### config.mk
export PLATFORM = sky130hd
export DESIGN_NAME = e3_rx_alarm_irq
export DESIGN_NICKNAME = d
export VERILOG_FILES = /design/src/rtl/e3_rx_alarm_irq.sv
export SDC_FILE = /design/constraint.sdc
export NUM_CORES = 1
export LEC_CHECK = 0
export CORE_MARGIN = 2
export CORE_UTILIZATION = 47
export DETAILED_ROUTE_END_ITERATION = 12
export PLACE_DENSITY = 0.77
export SYNTH_ARGS = -nofsm -noshare
export SYNTH_HDL_FRONTEND = slang
export SYNTH_SLANG_ARGS = --single-unit
### constraint.sdc
create_clock -name clk -period 3.4 [get_ports clk]
set_input_delay 0.51 -clock clk [delete_from_list [all_inputs] [get_ports clk]]
set_output_delay 0.51 -clock clk [all_outputs]
set_load 0.005 [all_outputs]
### src/rtl/e3_rx_alarm_irq.sv
module e3_rx_alarm_irq #(
  parameter logic [7:0] A_ENA = 8'h13,
  parameter logic [7:0] A_STS = 8'h15,
  parameter logic [7:0] A_CHI = 8'h54,
  parameter logic [7:0] A_CLO = 8'h55,
  parameter int CNT_W = 16
) (
  input  logic       clk,
  input  logic       rst_n,
  input  logic       fas_err_i,
  input  logic       bip_err_i,
  input  logic       ferf_i,
  input  logic [7:0] addr_i,
  input  logic       wr_i,
  input  logic [7:0] wdata_i,
  input  logic       rd_i,
  output logic [7:0] rdata_o,
  output logic       irq_o
);
  localparam logic [CNT_W-1:0] CNT_MAX = '1;

  logic [2:0]       ena_q, sts_q, evt, sts_clr;
  logic [CNT_W-1:0] cnt_q, cnt_base;
  logic [7:0]       lo_hold_q, rmux;
  logic             sts_rd, chi_rd;

  assign evt     = {ferf_i, bip_err_i, fas_err_i};
  assign sts_rd  = rd_i && (addr_i == A_STS);
  assign chi_rd  = rd_i && (addr_i == A_CHI);
  assign sts_clr = sts_rd ? sts_q : 3'b000;
  assign cnt_base = chi_rd ? '0 : cnt_q;
  assign irq_o   = |(sts_q & ena_q);

  always_ff @(posedge clk) begin
    if (!rst_n) begin
      ena_q     <= '0;
      sts_q     <= '0;
      cnt_q     <= '0;
      lo_hold_q <= '0;
    end else begin
      if (wr_i && addr_i == A_ENA) ena_q <= wdata_i[3:1];
      sts_q <= (sts_q & ~sts_clr) | (evt & ena_q);
      if (bip_err_i && cnt_base != CNT_MAX) cnt_q <= cnt_base + 1'b1;
      else cnt_q <= cnt_base;
      if (chi_rd) lo_hold_q <= cnt_q[7:0];
    end
  end

  always_comb begin
    case (addr_i)
      A_ENA:   rmux = {4'b0, ena_q, 1'b0};
      A_STS:   rmux = {4'b0, sts_q, 1'b0};
      A_CHI:   rmux = cnt_q[15:8];
      A_CLO:   rmux = lo_hold_q;
      default: rmux = 8'h00;
    endcase
  end

  assign rdata_o = rd_i ? rmux : 8'h00;
endmodule


==> summary.txt <==
Yosys
  – Syn Area/Cell: 8.03 µm²
  – Asr flop ratio synth: 0%
  – Sequential area share after synthesis: 36.1%
  – Synth warn: 0
  – Cells after Synth: 207
  – Ranking of synthesized cells by area: dfxtp_1 (36%), mux2i_1 (9.0%), a21oi_1 (7.8%), nand2_1 (6.8%), nand3_1 (3.6%)
  – Leading area contributor after synthesis: dfxtp_1
  – Unique masters post-synth: 40
  – Synthesized area: ~1700 µm²
  – Post-synth EDFFs: 0
  – Yosys top cell area share: 36.1%
  – FF+latch count, synth: 30
  – Syn Nets: about 230
  – Main synth FF type: dfxtp_1

CTS
  – Latest clock arrival within the worst-skew pair: about 0.34 ns
  – Number of buffers inserted by hold repair at cts: 0
  – CTS tree: built
  – Clock tree buffer depth: 2
  – TritonCTS Buffers: 5
  – Root buf cell: clkbuf_4
  – Clk sinks: 30
  – Setup repair bufs after CTS: 0
  – H-tree depth: 2
  – Reg clk slew, reported paths: ~0.090 ns
  – PostCTS Resize Cnt: 0

Timing
  – Period minus WS final: 3.00 ns
  – RSZ-0062 raised after global routing: no
  – Tcrit/Tclk final: 88.2%
  – Hold WS: 0.457 ns
  – Fmax: 333 MHz
  – Slew Viols, Final: 0
  – Final TNS setup: 0 ns
  – Hold Vio Cnt, Final: 0
  – Rel. slew slack: 67.7%
  – Setup Skew: 0.00662 ns
  – Setup ws final: 0.401 ns
  – Final setup vio count: 0
  – Tightest Pin Transition: 0.478 ns

Final layout
  – Non-filler cells, final: 287
  – Share of cells above drive strength 1: 8.71%
  – Antenna cells: 0
  – Most frequent cells in the layout: nand2_1 (30), dfxtp_1 (30), a21oi_1 (26), clkdlybuf4s50_1 (26), mux2i_1 (15)
  – Fillers: 327
  – Area Growth Syn to Fin: 24.5%
  – # nets final: approximately 260
  – Footprint of the multi-input gates: around 1000 µm²
  – Register area: 601 µm²

Die
  – Die height: 63.5 µm
  – Core area: 3360 µm²
  – Die outline width: 63.5 µm
  – Io pins: 32
  – Cell Rows: 21
  – Initial Utilization: between 40% and 50%
  – Die area: ~4000 µm²

Place
  – Final HPWL DP: 2780 µm
  – Placer congestion estimate: between 0.8 and 0.9
  – Buffers added on ports: 26
  – Pre-CTS WS: 0.264 ns
  – Placed instance count: roughly 280

Drt
  – Pre-Repair DR Iteration Count: 4
  – DR vias/cell: 5.71
  – DRC viols: 0
  – Post-route ant nets: 0
  – Via count: 1638
  – Routed WL per cell: 13.3 µm
  – DRT Wirelength: about 3800 µm
  – Initial DRC count: 126

Worst hold path
  – Worst Hold End: lo_hold_q[2]$_SDFFE_PN0P_
  – Hold Crit Start: lo_hold_q[2]$_SDFFE_PN0P_
  – Hold Crit Depth: 2
  – Worst Hold Class: register to register

Worst setup path
  – Worst EP required: 2.89 ns
  – Crit. End Element: primary output
  – Worst reg2reg path depth: 6
  – Levels on crit path: 6
  – CP max stage cell: clkdlybuf4s50_1
  – Crit Path Category: input port to primary output
  – Most Frequent Cell on Critical Path: clkdlybuf4s50_1
  – Worst path max stage delay: ~0.52 ns
  – R2R Path Start: cnt_q[0]$_SDFF_PN0_
  – Crit path max fanout: 11
  – Worst reg2reg setup slack: roughly 1.4 ns
  – Buf+Inv Stages, Crit Path: 3
  – Crit path launch type: input port
  – CP arrival: 2.49 ns
  – Worst path top cell family by delay: buffers and inverters
  – RR Endpoint: cnt_q[10]$_SDFF_PN0_
  – CP cell instances: clkdlybuf4s50_1, buf_4, nor4bb_1, o211ai_1, a21oi_1, clkdlybuf4s50_1

Global routing
  – Initial antenna violation count: 0
  – Gr usage total: 20.2%
  – Vias in the first global route: 1451
  – Total grt overflow: 0
  – Global-route wire length before repair: about 6500 µm
  – Largest net degree at the start of global routing: 18

Power
  – Total Power: 0.643 mW
  – Worst VDD drop: 0.194 mV
  – Lkg Pwr: 0.740 nW
  – PD cells: roughly 310 nW/µm²

Outcome
  – Outcome: complete, no violations

Flow run
  – Max_cap viols: 0
-- metal layers --
metal | wire length (µm) | share of wire, % | track usage (%)
met5 | 0 | 0 | 0
met2 | 1650 | 43 | 30.7
met4 | 48 | 1.3 | 6.79
met1 | 1900 | 49 | 26.8
met3 | 232 | 6.1 | 6.79
-- through the flow --
step           util (%)  area [µm²]
2_1_floorplan         -        1660
3_3_place_gp       59.7        2010
3_5_place_dp       59.7        2010
4_1_cts            61.5        2070
5_1_grt            61.5        2070
6_report           61.5        2070
-- cell usage after synthesis, types with 4 or more instances --
cell type   n
dfxtp_1    30
nand2_1    30
a21oi_1    26
mux2i_1    15
nand3_1    12
nor2_1     12
clkbuf_1    7
nand4_1     7
inv_1       5
nand2b_1    5
o21ai_0     5
a22oi_1     4
and3_1      4
nand3b_1    4
o31ai_1     4
or4_1       4
-- kinds of logic (layout without fill, tap and decap cells) --
| logic type | after synthesis | in the layout | synth area share [%] |
|---|---|---|---|
| buf+inv | 14 | 48 | 3.24 |
| simple gates | 97 | 97 | 32.3 |
| fa+ha+maj | 1 | 1 | 0.752 |
| compound gates | 49 | 49 | 17.9 |
| mux | 16 | 16 | 9.71 |
| flops | 30 | 30 | 36.1 |
-- worst register-to-register path, delay by kind of cell, from the launching register on --
family | cells | cell delay, ns
AO/OA/AOI/OAI | 1 | 0.14
adder cells (fa/ha/maj) | 1 | 0.23
flip-flops | 1 | 0.40
AND/OR/NAND/NOR | 4 | 1.20
-- worst max path at each step --
| stage | from | endpoint | slack [ns] |
|---|---|---|---|
| after floorplan | addr_i[6] | cnt_q[10]$_SDFF_PN0_ | 0.48 |
| after global placement | addr_i[2] | cnt_q[10]$_SDFF_PN0_ | 0.31 |
| after detailed placement | addr_i[2] | cnt_q[10]$_SDFF_PN0_ | 0.26 |
| after CTS | addr_i[0] | rdata_o[2] | 0.43 |
| after global routing | addr_i[0] | rdata_o[2] | 0.28 |
| final | addr_i[0] | rdata_o[2] | 0.40 |
-- power breakdown --
part | leakage (nW) | internal (mW) | switching [mW] | total (mW)
clock network | 0.0353 | 0.100 | 0.129 | 0.229
registers | 0.242 | 0.353 | 0.00275 | 0.356
logic | 0.463 | 0.0319 | 0.0257 | 0.0576
total | 0.740 | 0.485 | 0.158 | 0.643
-- cell type report --
type / instances / area share, %
clock buffer: 7 / 2.66
clock inverter: 1 / 0.242
inverter: 6 / 1.09
multi-input combinational: 163 / 48.7
sequential: 30 / 29.0
tap: 46 / 2.78
timing repair buffer: 34 / 15.5
-- registers in the layout, indices dropped and copies added (netlist names) --
register and cells:
ena_q 3, sts_q 3, cnt_q 16, lo_hold_q 8
No activity file was read; power rests on OpenSTA's default activity.
